`src/rtl/tts_lock_pkg.sv`:
```
package tts_lock_pkg;

  typedef enum logic [2:0] {
    ST_IDLE,
    ST_SPIN,
    ST_WAIT_SH,
    ST_WAIT_EX,
    ST_HELD,
    ST_REL
  } agentState_t;

  // strobes from control to the line-copy datapath
  typedef struct packed {
    logic fill;       // capture the granted data word
    logic drop;       // invalidate the private copy
    logic markSet;    // copy becomes 1 after a test-and-set
    logic markClear;  // copy becomes 0 after a release store
  } lineStrobe_t;

endpackage

```
`src/rtl/tts_lock_dp.sv`:
```
module tts_lock_dp
  import tts_lock_pkg::*;
#(
  parameter int DATA_W = 32
) (
  input  logic              clk,
  input  logic              rstN,
  input  lineStrobe_t       strobe,
  input  logic [DATA_W-1:0] busData,
  output logic              lineValid,
  output logic              lineFree,
  output logic              respFree
);

  localparam logic [DATA_W-1:0] WORD_ZERO = '0;
  localparam logic [DATA_W-1:0] WORD_ONE  = {{(DATA_W-1){1'b0}}, 1'b1};

  logic [DATA_W-1:0] lineWord;

  always_ff @(posedge clk) begin
    if (!rstN) begin
      lineValid <= 1'b0;
      lineWord  <= WORD_ZERO;
    end else if (strobe.fill) begin
      lineValid <= 1'b1;
      lineWord  <= busData;
    end else if (strobe.markSet) begin
      lineValid <= 1'b1;
      lineWord  <= WORD_ONE;
    end else if (strobe.markClear) begin
      lineValid <= 1'b1;
      lineWord  <= WORD_ZERO;
    end else if (strobe.drop) begin
      lineValid <= 1'b0;
    end
  end

  assign lineFree = lineValid && (lineWord == WORD_ZERO);
  assign respFree = (busData == WORD_ZERO);

endmodule

```
`src/rtl/tts_lock_ctrl.sv`:
```
module tts_lock_ctrl
  import tts_lock_pkg::*;
(
  input  logic        clk,
  input  logic        rstN,
  input  logic        acqReq,
  input  logic        relReq,
  input  logic        busGrant,
  input  logic        busInval,
  input  logic        lineValid,
  input  logic        lineFree,
  input  logic        respFree,
  output lineStrobe_t strobe,
  output logic        reqShared,
  output logic        reqExcl,
  output logic        reqWrZero,
  output logic        acquired,
  output logic        holding
);

  agentState_t state, nextState;
  logic winNow;

  always_comb begin
    nextState = state;
    strobe    = '0;
    winNow    = 1'b0;
    case (state)
      ST_IDLE: begin
        strobe.drop = busInval;
        if (acqReq) nextState = (lineValid && !busInval) ? ST_SPIN : ST_WAIT_SH;
      end
      ST_SPIN: begin
        if (busInval || !lineValid) begin
          strobe.drop = 1'b1;
          nextState   = ST_WAIT_SH;
        end else if (lineFree) begin
          nextState = ST_WAIT_EX;
        end
      end
      ST_WAIT_SH: begin
        if (busGrant) begin
          strobe.fill = 1'b1;
          nextState   = ST_SPIN;
        end
      end
      ST_WAIT_EX: begin
        if (busGrant) begin
          strobe.markSet = 1'b1;
          winNow         = respFree;
          nextState      = respFree ? ST_HELD : ST_SPIN;
        end else if (busInval) begin
          strobe.drop = 1'b1;
          nextState   = ST_WAIT_SH;
        end
      end
      ST_HELD: begin
        strobe.drop = busInval;
        if (relReq) nextState = ST_REL;
      end
      ST_REL: begin
        if (busGrant) begin
          strobe.markClear = 1'b1;
          nextState        = ST_IDLE;
        end else begin
          strobe.drop = busInval;
        end
      end
      default: nextState = ST_IDLE;
    endcase
  end

  always_ff @(posedge clk) begin
    if (!rstN) begin
      state    <= ST_IDLE;
      acquired <= 1'b0;
    end else begin
      state    <= nextState;
      acquired <= winNow;
    end
  end

  assign reqShared = (state == ST_WAIT_SH);
  assign reqExcl   = (state == ST_WAIT_EX);
  assign reqWrZero = (state == ST_REL);
  assign holding   = (state == ST_HELD);

endmodule

```
`src/rtl/tts_lock_agent.sv`:
```
module tts_lock_agent
  import tts_lock_pkg::*;
#(
  parameter int DATA_W = 32
) (
  input  logic              clk,
  input  logic              rstN,
  input  logic              acqReq,
  input  logic              relReq,
  input  logic              busGrant,
  input  logic              busInval,
  input  logic [DATA_W-1:0] busData,
  output logic              busRdShared,
  output logic              busRdExcl,
  output logic              busWrZero,
  output logic              acquired,
  output logic              holding
);

  lineStrobe_t strobe;
  logic lineValid, lineFree, respFree;

  tts_lock_ctrl ctrlI (
    .clk       (clk),
    .rstN      (rstN),
    .acqReq    (acqReq),
    .relReq    (relReq),
    .busGrant  (busGrant),
    .busInval  (busInval),
    .lineValid (lineValid),
    .lineFree  (lineFree),
    .respFree  (respFree),
    .strobe    (strobe),
    .reqShared (busRdShared),
    .reqExcl   (busRdExcl),
    .reqWrZero (busWrZero),
    .acquired  (acquired),
    .holding   (holding)
  );

  tts_lock_dp #(.DATA_W(DATA_W)) dpI (
    .clk       (clk),
    .rstN      (rstN),
    .strobe    (strobe),
    .busData   (busData),
    .lineValid (lineValid),
    .lineFree  (lineFree),
    .respFree  (respFree)
  );

endmodule

```
`config.mk`:
```
export PLATFORM = sky130hd
export DESIGN_NAME = tts_lock_agent
export DESIGN_NICKNAME = d
export VERILOG_FILES = /design/src/rtl/tts_lock_pkg.sv /design/src/rtl/tts_lock_dp.sv /design/src/rtl/tts_lock_ctrl.sv /design/src/rtl/tts_lock_agent.sv
export SDC_FILE = /design/constraint.sdc
export NUM_CORES = 1
export LEC_CHECK = 0
export BUFFER_PORTS_ARGS = -buffer_cell sky130_fd_sc_hd__buf_2
export CORE_AREA = 2 2 70 72
export DETAILED_ROUTE_END_ITERATION = 10
export DIE_AREA = 0 0 72 74
export PLACE_DENSITY = 0.67
export SLEW_MARGIN = 20
export SYNTH_ARGS = -nofsm -noshare
export SYNTH_HDL_FRONTEND = slang
export SYNTH_SLANG_ARGS = --single-unit
```
`constraint.sdc`:
```
create_clock -name clk -period 2 [get_ports clk]
set_clock_uncertainty 0.15 [all_clocks]
set_input_delay 0.3 -clock clk [delete_from_list [all_inputs] [get_ports clk]]
set_output_delay 0.3 -clock clk [all_outputs]
set_load 0.005 [all_outputs]
```
==> flow_summary_export.csv, run 1 <==
group,metric,value,unit
global_routing,overflow,0,
cells_and_area,fin_util,0.488,
sta,fmax,543,MHz
drt,vias,1458,
cells_and_area,layout_common_cells,"buf_2 (42), dfxtp_1 (37), a22oi_2 (30), nor2b_2 (30), nor4_1 (16)",
sta,finalHoldViolCount,0,
outcome,status,"finished clean",
global_routing,grtUsageMet2,0.242,
drt,drt_iter0_drc,59,
synthesis,ys_ff_latch,37,
synthesis,ys_seq_area_frac,0.376,
synthesis,netlist_area,0.00197,mm^2
worst_setup_path,r2r_end,"dpI.lineWord[19]$_SDFFE_PN0P_",
cells_and_area,n_antenna_cell,0,
cells_and_area,nets,254,
cells_and_area,final_common_cell,"buf_2",
power_and_ir_drop,powerDensity,1120,mW/mm^2
cts,postCtsHoldBufs,0,
cts,cts_sinks,37,
synthesis,synth_cell_types,38,
drt,post_drt_wl_per_cell,14.9,um
cts,numCtsBuffers,5,
drt,drcViolationCount,0,
floorplanning,coreArea,0.00460,mm^2
global_routing,antenna_found_initial,0,
placement,hpwl,2.88,mm
drt,postRouteAntennaNets,0,
worst_setup_path,critical_path_class,"reg -> out",
sta,post-route-period-util,0.921,
min_path,min_to,"dpI.lineWord[10]$_SDFFE_PN0P_",
global_routing,gr-usage-met3,0.0352,
placement,gp_congestion,0.743,
synthesis,synth_edf_count,0,
cts,post_cts_resized,0,
cts,path_clk_slew,80,ps
floorplanning,fp-row-count,25,
global_routing,met1_usage,0.223,
cells_and_area,instances_no_fill,271,
synthesis,synth_warnings,0,
power_and_ir_drop,p_leak,0.793,nW
cells_and_area,syn2layout_area_growth,13.8,%
cells_and_area,drive_gt1_frac,0.553,
global_routing,grt_usage,0.161,
cts,htreeDepth,2,
drt,dr.pass1.iters,4,
floorplanning,die-area,0.00533,mm^2
worst_setup_path,cp_max_fo,13,
global_routing,grt_max_degree,39,
worst_setup_path,reg2reg_depth,5,
synthesis,synthArstFlopShare,0,
cts,clk_path_buf_depth,2,
job,drv_cap,0,
floorplanning,io_pins,43,
floorplanning,die_w,72,um
global_routing,grt-busiest-layer,"met2",
sta,worst_pin_slew,546,ps
global_routing,grt_pass1_vias,1381,
worst_setup_path,critPathRequiredTime,1550,ps
min_path,min_path_type,"in -> reg",
synthesis,ys.flop_type,"dfxtp_1",
placement,io_buffers,42,
cts,clkLatencyLatePin,290,ps
sta,maxSlewHeadroom,0.636,
worst_setup_path,reg2reg_from,"ctrlI.state[1]$_SDFFE_PN0P_",
placement,dp_cells,263,
power_and_ir_drop,total_power,2.51,mW
power_and_ir_drop,ir_drop,504,uV
drt,finalWirelength,4.04,mm
worst_setup_path,start_kind,"register",
synthesis,synth_fp_nets,217,
drt,via_per_inst,5.38,
sta,slew_viol_final,0,
worst_setup_path,ff2ff_setup_slack,210,ps
sta,period_needed,1840,ps
synthesis,synth.avg_cell_area,11.0,um^2
sta,fin_setup_tns,0,ps
min_path,holdCritStartpoint,"busData[10]",
floorplanning,initial_utilization,0.429,
synthesis,synth_cells,179,
global_routing,grt_pass1_wl,6.68,mm
worst_setup_path,critPathArrivalTime,1390,ps
sta,setup_violations,0,
min_path,hold-path-cell-count,3,
cts,cts_tree,"yes",
sta,grt_setup_unrepaired,"no",
worst_setup_path,critical_path.endpoint_type,"output pin",
cts,root_buffer,"clkbuf_8",
floorplanning,die_h,74,um
cts,cts_setup_buffers,0,
[cells in the mapped netlist (2+ instances only)]
| library cell | instances | area [um^2] |
|---|---|---|
| a22oi_2 | 30 | 375 |
| buf_12 | 3 | 60.1 |
| clkbuf_1 | 4 | 15.0 |
| nand4_1 | 4 | 25.0 |
| nor2b_1 | 5 | 31.3 |
| nand3b_1 | 2 | 15.0 |
| and2_1 | 2 | 12.5 |
| buf_2 | 2 | 10.0 |
| nand2_1 | 5 | 18.8 |
| a21oi_1 | 2 | 10.0 |
| dfxtp_1 | 37 | 741 |
| buf_6 | 5 | 56.3 |
| o21ai_0 | 5 | 25.0 |
| nand2b_1 | 2 | 12.5 |
| nor2_1 | 3 | 11.3 |
| nor2b_2 | 30 | 263 |
| nor4_1 | 16 | 100 |
| nor3_1 | 2 | 10.0 |
[worst max-delay path by stage]
stage	from	end
after floorplan	ctrlI.state[2]$_SDFFE_PN0P_	ctrlI.state[0]$_SDFFE_PN0P_
after global placement	ctrlI.state[1]$_SDFFE_PN0P_	dpI.lineWord[2]$_SDFFE_PN0P_
after detailed placement	ctrlI.state[1]$_SDFFE_PN0P_	dpI.lineWord[2]$_SDFFE_PN0P_
after CTS	ctrlI.state[0]$_SDFFE_PN0P_	busRdExcl
after global routing	ctrlI.state[1]$_SDFFE_PN0P_	dpI.lineWord[2]$_SDFFE_PN0P_
final	ctrlI.state[0]$_SDFFE_PN0P_	busRdExcl
[worst max-delay path, stage by stage, from the launching register on]
cell and delay (ps):
dfxtp_1 590, nor2b_1 260, and2_1 150, buf_2 100
[state kept, by name, indices dropped and copies added, names as in the netlist]
signal and cells:
dpI.lineValid 1, ctrlI.state 3, ctrlI.acquired 1, dpI.lineWord 32
[report_power, final]
| group | leakage, nW | internal, mW | switching, mW |
|---|---|---|---|
| clock | 0.0574 | 0.405 | 0.275 |
| sequential | 0.301 | 0.851 | 0.137 |
| combinational | 0.434 | 0.410 | 0.428 |
[cells by family after synthesis]
| family | after synthesis | share of synthesized area |
|---|---|---|
| flops | 37 | 0.376 |
| buf+inv | 15 | 0.0736 |
| compound gates | 47 | 0.253 |
| simple gates | 78 | 0.284 |
| mux | 2 | 0.0133 |
[through the flow]
stage | setup WS (ps) | hold WS, ps | instance area [um^2]
2_1_floorplan | 494 | 314 | 1970
3_3_place_gp | 262 | 355 | 2120
3_5_place_dp | 221 | 362 | 2120
4_1_cts | 149 | 143 | 2240
5_1_grt | 40.7 | 146 | 2240
6_report | 159 | 144 | 2240
[routing by layer]
layer / wire [um] / vias to the layer above
met5: 0 / -
met4: 87 / 0
met3: 171 / 8
met2: 1810 / 28
met1: 1980 / 684
li1: - / 738
[final cells by class]
type / instances / area (um^2)
clock inverters: 2 / 37.5
fillers: 451 / 2360
repair buffers: 44 / 225
multi-input cells: 127 / 1080
clock buffers: 6 / 82.6
inverters: 1 / 3.75
flip-flops and latches: 37 / 741
well taps: 54 / 67.6
No activity file was read; power rests on OpenSTA's default activity.
==> inputs of run 2 (changes only) <==
--- a/config.mk
+++ b/config.mk
@@ -5,12 +5,13 @@
 export SDC_FILE = /design/constraint.sdc
 export NUM_CORES = 1
 export LEC_CHECK = 0
+export ABC_AREA = 1
 export BUFFER_PORTS_ARGS = -buffer_cell sky130_fd_sc_hd__buf_2
-export CORE_AREA = 2 2 70 72
+export CORE_AREA = 2 2 67 69
 export DETAILED_ROUTE_END_ITERATION = 10
-export DIE_AREA = 0 0 72 74
+export DIE_AREA = 0 0 69 71
 export PLACE_DENSITY = 0.67
-export SLEW_MARGIN = 20
+export SLEW_MARGIN = 5
 export SYNTH_ARGS = -nofsm -noshare
 export SYNTH_HDL_FRONTEND = slang
 export SYNTH_SLANG_ARGS = --single-unit
==> run 2 against run 1 <==
  * Combinational power hardly changed
  * Synthesized area is 9.3% lower
  * Worst hold slack worse by 45 ps
  * Total power is 10% lower
  * Design area is 4.6% lower
  * Largest cell class unchanged
==> flow_summary_export.csv, run 2 <==
group,metric,value,unit
outcome,status,"finished clean",
global_routing,grt_max_degree,34,
synthesis,synth_fp_nets,302,
drt,drt_iter0_drc,69,
synthesis,netlist_area,0.00179,mm^2
sta,fin_setup_tns,0,ps
worst_setup_path,path_cells,"inv_2 > nor2_2 > nand2_2 > nor2_4 > buf_4 > nand2_1 > a21oi_1",
floorplanning,coreArea,0.00420,mm^2
placement,gp_congestion,0.782,
floorplanning,die_w,69,um
power_and_ir_drop,clock_power_share,0.217,
cts,cts_setup_buffers,0,
worst_setup_path,critical_path.endpoint_type,"register",
global_routing,grt_usage,0.157,
synthesis,synthArstFlopShare,0,
sta,setup_violations,0,
worst_setup_path,critical_path_class,"reg -> reg",
worst_setup_path,crit_cells,7,
cells_and_area,multiInputGateArea,937,um^2
power_and_ir_drop,seqPwrFrac,0.410,
cts,path_clk_slew,70,ps
cells_and_area,reg_top3,"dpI.lineWord: 32 flops, ctrlI.state: 3 flops",
global_routing,overflow,0,
placement,hpwl,2.72,mm
cells_and_area,layout_common_cells,"nand2_1 (88), nor2_1 (52), buf_2 (42)",
power_and_ir_drop,total_power,2.26,mW
global_routing,antenna_found_initial,0,
power_and_ir_drop,internal_power,1.43,mW
synthesis,synth_warnings,0,
drt,postRouteAntennaNets,0,
sta,worst_pin_slew,618,ps
cts,cts_sinks,37,
floorplanning,die-area,0.00490,mm^2
synthesis,ys_ff_latch,37,
worst_setup_path,critPathRequiredTime,2050,ps
drt,drcViolationCount,0,
sta,slew_viol_final,0,
drt,dr.pass1.iters,4,
placement,dp_cells,353,
synthesis,synth_cells,264,
synthesis,ys_top_cells_by_area,"dfxtp_1 (41%), nand2_1 (18%), nor2_1 (11%)",
synthesis,synth.top_cell.area_share,0.415,
cells_and_area,final_common_cell,"nand2_1",
cts,numCtsBuffers,5,
cts,cts_tree,"yes",
drt,post_drt_wl_per_cell,10.1,um
power_and_ir_drop,p_sw,0.829,mW
sta,grt_setup_unrepaired,"no",
placement,io_buffers,42,
floorplanning,fp-row-count,24,
synthesis,synth_edf_count,0,
sta,fmax,599,MHz
floorplanning,io_pins,43,
floorplanning,initial_utilization,0.425,
cells_and_area,seqCellArea,741,um^2
cts,postCtsHoldBufs,0,
power_and_ir_drop,p_leak,0.911,nW
cells_and_area,nets,346,
cells_and_area,instances_no_fill,361,
sta,maxSlewHeadroom,0.585,
sta,period_needed,1670,ps
synthesis,ys.flop_type,"dfxtp_1",
worst_setup_path,cp_max_fo,13,
synthesis,synth_commonest_cells,"nand2_1 (88), nor2_1 (52), dfxtp_1 (37), a21oi_1 (28), nand2_2 (12)",
drt,via_per_inst,4.68,
power_and_ir_drop,ir_drop,465,uV
cts,clkLatencyLatePin,290,ps
synthesis,yosys.area.top_type,"dfxtp_1",
power_and_ir_drop,powerDensity,1050,mW/mm^2
min_path,min_path_type,"in -> reg",
drt,vias,1689,
worst_setup_path,critPathTopFamily,"simple AND/OR/NAND/NOR gates",
job,drv_cap,0,
worst_setup_path,max_stage_delay,360,ps
power_and_ir_drop,combPwrFrac,0.373,
synthesis,synth_cell_types,22,
synthesis,ys_seq_area_frac,0.415,
worst_setup_path,start_kind,"register",
cells_and_area,largest_reg_flops,32,
synthesis,synth_most_common_cell,"nand2_1",
cts,post_cts_resized,0,
drt,finalWirelength,3.65,mm
cts,htreeDepth,2,
sta,post-route-period-util,0.835,
floorplanning,die_h,71,um
worst_setup_path,path_buf_inv,2,
worst_setup_path,critPathArrivalTime,1720,ps
worst_setup_path,cp_slowest_cell,"dfxtp_1",
synthesis,synth.avg_cell_area,6.77,um^2
power_and_ir_drop,sw_frac_of_total,0.368,
global_routing,grt_pass1_vias,1458,
cells_and_area,syn2layout_area_growth,19.7,%
cells_and_area,n_antenna_cell,0,
global_routing,grt_pass1_wl,6.08,mm
min_path,hold-path-cell-count,3,
cells_and_area,n_fill_cell,464,
worst_setup_path,reg2reg_depth,7,
cts,root_buffer,"clkbuf_8",
sta,finalHoldViolCount,0,
cells_and_area,largest-register,"dpI.lineWord",
cts,clk_path_buf_depth,2,
cells_and_area,drive_gt1_frac,0.265,
[run 2: cell count changes in the layout (fill, tap and decap cells not counted), sizes merged, moves of 3 or more]
cell | previous run | this run
a21oi | 3 | 38
a22oi | 31 | 0
and2 | 3 | 0
clkinv | 0 | 3
inv | 1 | 12
nand2 | 5 | 101
nand2b | 3 | 0
nand3 | 1 | 6
nand4 | 4 | 0
nor2 | 4 | 54
nor2b | 35 | 0
nor4 | 16 | 0
o21ai | 7 | 4
[run 2: cells by family (layout without fill, tap and decap cells)]
| kind of cell | count (synthesis) | in the layout | synth area share |
|---|---|---|---|
| compound gates | 44 | 44 | 0.153 |
| buf+inv | 22 | 67 | 0.0609 |
| flops | 37 | 37 | 0.415 |
| simple gates | 161 | 161 | 0.372 |
[run 2: worst min-delay path: stages]
cell     delay (ps)
buf_2           100
nand2_1          60
a21oi_1          30
[run 2: area by class of cell]
cell class,count,area share
well taps,52,0.0304
clock buffers,6,0.0339
clock inverters,2,0.00468
inverters,13,0.0228
flip-flops and latches,37,0.346
repair buffers,46,0.124
multi-input cells,205,0.438
[run 2: worst paths after layout]
path	to	slack, ps	startpoint
min	ctrlI.state[2]$_SDFFE_PN0P_	100	rstN
max reg2reg	dpI.lineWord[23]$_SDFFE_PN0P_	330	ctrlI.state[1]$_SDFFE_PN0P_
max	dpI.lineWord[23]$_SDFFE_PN0P_	330	ctrlI.state[1]$_SDFFE_PN0P_
min reg2reg	dpI.lineWord[21]$_SDFFE_PN0P_	310	dpI.lineWord[21]$_SDFFE_PN0P_
[run 2: routing by layer]
metal / wire length [um] / GRT usage / part of all wire
met1: 1770 / 0.198 / 0.49
met2: 1600 / 0.246 / 0.44
met3: 215 / 0.0570 / 0.059
met4: 63 / 0.0654 / 0.017
met5: 0 / 0 / 0
[run 2: power groups by stage]
stage	registers, mW	clock network (mW)	logic (mW)
2_1_floorplan	0.927	0	0.668
3_3_place_gp	0.938	0	0.841
3_5_place_dp	0.939	0	0.847
4_1_cts	0.924	0.511	0.851
5_1_grt	0.939	0.542	0.960
6_report	0.925	0.490	0.841
[run 2: through the flow]
step | hold WS (ps) | cell area [um^2] | util | worst slack (ps)
2_1_floorplan | 273 | 1790 | - | 632
3_3_place_gp | 298 | 2060 | 0.489 | 380
3_5_place_dp | 302 | 2060 | 0.489 | 346
4_1_cts | 88.5 | 2140 | 0.509 | 327
5_1_grt | 108 | 2140 | 0.509 | 185
6_report | 99.1 | 2140 | 0.509 | 329
==> inputs of run 3 (changes only) <==
--- a/config.mk
+++ b/config.mk
@@ -5,12 +5,12 @@
 export SDC_FILE = /design/constraint.sdc
 export NUM_CORES = 1
 export LEC_CHECK = 0
-export ABC_AREA = 1
+export ABC_AREA = 0
 export BUFFER_PORTS_ARGS = -buffer_cell sky130_fd_sc_hd__buf_2
-export CORE_AREA = 2 2 67 69
+export CORE_AREA = 2 2 70 72
 export DETAILED_ROUTE_END_ITERATION = 10
-export DIE_AREA = 0 0 69 71
-export PLACE_DENSITY = 0.67
+export DIE_AREA = 0 0 72 74
+export PLACE_DENSITY = 0.69
 export SLEW_MARGIN = 5
 export SYNTH_ARGS = -nofsm -noshare
 export SYNTH_HDL_FRONTEND = slang
==> constraint.sdc (replaced) <==
create_clock -name clk -period 1.4 [get_ports clk]
set_clock_uncertainty 0.15 [all_clocks]
set_input_delay 0.21 -clock clk [delete_from_list [all_inputs] [get_ports clk]]
set_output_delay 0.21 -clock clk [all_outputs]
set_load 0.005 [all_outputs]
==> run 3 against run 2 <==
  * The flow now finishes with violations (setup timing)
  * First-iteration DRC count is 35% higher
  * Non-clock buffer count is 78 higher
  * Routed wire length is 48% higher
  * Global-route usage is 5.2 points higher
  * Sequential power is 47% higher
  * Flip-flop and latch count stayed put
  * Worst setup slack worse by 530 ps
  * Sequential share of layout area is 10 points lower
==> flow_summary_export.csv, run 3 (synthesis results as in run 1) <==
group,metric,value,unit
placement,io_buffers,42,
power_and_ir_drop,p_sw,1.44,mW
cells_and_area,reg_top3,"dpI.lineWord: 32 flops, ctrlI.state: 3 flops",
power_and_ir_drop,internal_power,2.89,mW
global_routing,antenna_found_initial,0,
sta,finalHoldViolCount,0,
placement,dpl_worst_slack,-290,ps
floorplanning,fp-row-count,25,
min_path,min_path_type,"in -> reg",
sta,hold-worst-slack,79.3,ps
worst_setup_path,critPathTopFamily,"compound AO/OA/AOI/OAI gates",
power_and_ir_drop,ir_drop,868,uV
global_routing,grt_pass1_vias,1800,
cells_and_area,syn2layout_area_growth,55.2,%
cts,htreeDepth,2,
floorplanning,die_w,72,um
worst_setup_path,critical_path_class,"reg -> reg",
sta,grt_setup_unrepaired,"yes",
cells_and_area,layout_common_cells,"buf_4 (68), buf_2 (40), dfxtp_1 (34)",
sta,slew_viol_final,0,
sta,setup_violations,40,
worst_setup_path,max_stage_delay,360,ps
worst_setup_path,path_buf_inv,1,
worst_setup_path,start_kind,"register",
global_routing,grt_max_degree,30,
worst_setup_path,cp_max_fo,3,
power_and_ir_drop,sw_frac_of_total,0.332,
cells_and_area,drive_gt1_frac,0.726,
floorplanning,die_h,74,um
outcome,violations,"setup timing",
drt,drt_iter0_drc,93,
cts,numCtsBuffers,5,
drt,drcViolationCount,0,
placement,gp_congestion,0.795,
job,drv_cap,0,
floorplanning,io_pins,43,
worst_setup_path,critPathArrivalTime,1630,ps
sta,post-route-period-util,1.14,
worst_setup_path,critical_path.endpoint_type,"register",
power_and_ir_drop,powerDensity,1410,mW/mm^2
power_and_ir_drop,p_leak,1.27,nW
power_and_ir_drop,combPwrFrac,0.498,
sta,period_needed,1600,ps
power_and_ir_drop,seqPwrFrac,0.316,
drt,postRouteAntennaNets,0,
cts,root_buffer,"clkbuf_8",
placement,hpwl,3.41,mm
cells_and_area,largest_reg_flops,32,
worst_setup_path,path_cells,"buf_6 > and2b_2 > a21oi_2 > o32a_1 > nand2_1 > o221a_1",
outcome,status,"finished, violations left",
cts,cts_tree,"yes",
global_routing,grt_pass1_wl,8.49,mm
cts,path_clk_slew,70,ps
cells_and_area,nets,336,
cells_and_area,largest-register,"dpI.lineWord",
global_routing,overflow,0,
cts,clk_path_buf_depth,2,
cells_and_area,final_common_cell,"buf_4",
cts,cts_sinks,37,
cts,postCtsHoldBufs,0,
sta,setup_ws,-200,ps
worst_setup_path,cp_slowest_cell,"dfxtp_4",
cells_and_area,n_antenna_cell,0,
drt,finalWirelength,5.41,mm
drt,dr.pass1.iters,4,
sta,fmax,625,MHz
power_and_ir_drop,clock_power_share,0.187,
sta,maxSlewHeadroom,0.735,
cells_and_area,fin_util,0.665,
drt,post_drt_wl_per_cell,15.3,um
floorplanning,coreArea,0.00460,mm^2
global_routing,grt_usage,0.209,
worst_setup_path,critPathRequiredTime,1430,ps
floorplanning,die-area,0.00533,mm^2
sta,worst_pin_slew,393,ps
floorplanning,initial_utilization,0.429,
cts,clkLatencyLatePin,280,ps
drt,vias,1829,
drt,via_per_inst,5.18,
## run 3: cell count changes in the layout (fill, tap and decap cells not counted), sizes merged, moves of 4 or more
cell,delta
nor2b,+35
nor4,+16
buf,+78
nand2,-96
and2,+5
inv,-11
nand3,-5
a21oi,-35
nand4,+4
a22oi,+31
nor2,-50
## run 3: what timing repair did
| item | 4_1_cts | 5_1_grt |
|---|---|---|
| gates cloned | 2 | 0 |
| setup buffers | 6 | 6 |
| setup endpoints to repair | 39 | 41 |
| endpoints found under the hold margin | 0 | 0 |
| gates resized for setup | 23 | 7 |
| pin swaps | 4 | 4 |
## run 3: worst paths after layout
check / start / to / slack [ps] / cells past startpoint
worst min-delay path: busData[16] / dpI.lineWord[16]$_SDFFE_PN0P_ / 80 / 3
worst max register to register: ctrlI.state[2]$_SDFFE_PN0P_ / ctrlI.state[0]$_SDFFE_PN0P_ / -200 / 6
worst max-delay path: ctrlI.state[2]$_SDFFE_PN0P_ / ctrlI.state[0]$_SDFFE_PN0P_ / -200 / 6
worst min register to register: dpI.lineValid$_SDFFE_PN0P_ / dpI.lineValid$_SDFFE_PN0P_ / 400 / 2
## run 3: worst reg2reg max path, delay by kind of cell, from the launching register on
| family | cells | cell delay [ps] |
|---|---|---|
| AOI/OAI and AO/OA | 3 | 540 |
| buffers and inverters | 1 | 100 |
| DFF | 1 | 360 |
| and+or+nand+nor | 2 | 340 |
## run 3: cell type report
cell class / count / area [um^2]
fillers: 358 / 1540
multi-input cells: 129 / 1170
repair buffers: 124 / 961
flip-flops and latches: 37 / 752
clock buffers: 7 / 96.3
well taps: 54 / 67.6
clock inverters: 1 / 5.00
inverters: 1 / 3.75
## run 3: stage by stage
| stage | std cells | setup TNS (ps) | total power [mW] | cell area, um^2 |
|---|---|---|---|---|
| after detailed placement | 333 | -5770 | 3.13 | 2730 |
| after CTS | 347 | -3990 | 4.21 | 2990 |
| final | 353 | -5160 | 4.32 | 3060 |
| after floorplan | 179 | -1230 | 2.52 | 1980 |
| after global routing | 353 | -6820 | 4.55 | 3060 |
| after global placement | 333 | -4980 | 3.09 | 2730 |
## run 3: routing by layer
| metal | vias to the layer above | GRT usage | part of all wire |
|---|---|---|---|
| met1 | 860 | 0.243 | 0.41 |
| met5 | - | 0 | 0 |
| met3 | 15 | 0.0420 | 0.043 |
| met4 | 0 | 0.0881 | 0.026 |
| met2 | 51 | 0.378 | 0.52 |
| li1 | 903 | - | - |
## run 3: power groups by stage
stage / combinational (mW) / clock, mW / sequential [mW]
3_5_place_dp: 1.78 / 0 / 1.35
3_3_place_gp: 1.75 / 0 / 1.35
5_1_grt: 2.30 / 0.874 / 1.38
6_report: 2.15 / 0.807 / 1.36
4_1_cts: 2.03 / 0.824 / 1.36
2_1_floorplan: 1.17 / 0 / 1.35
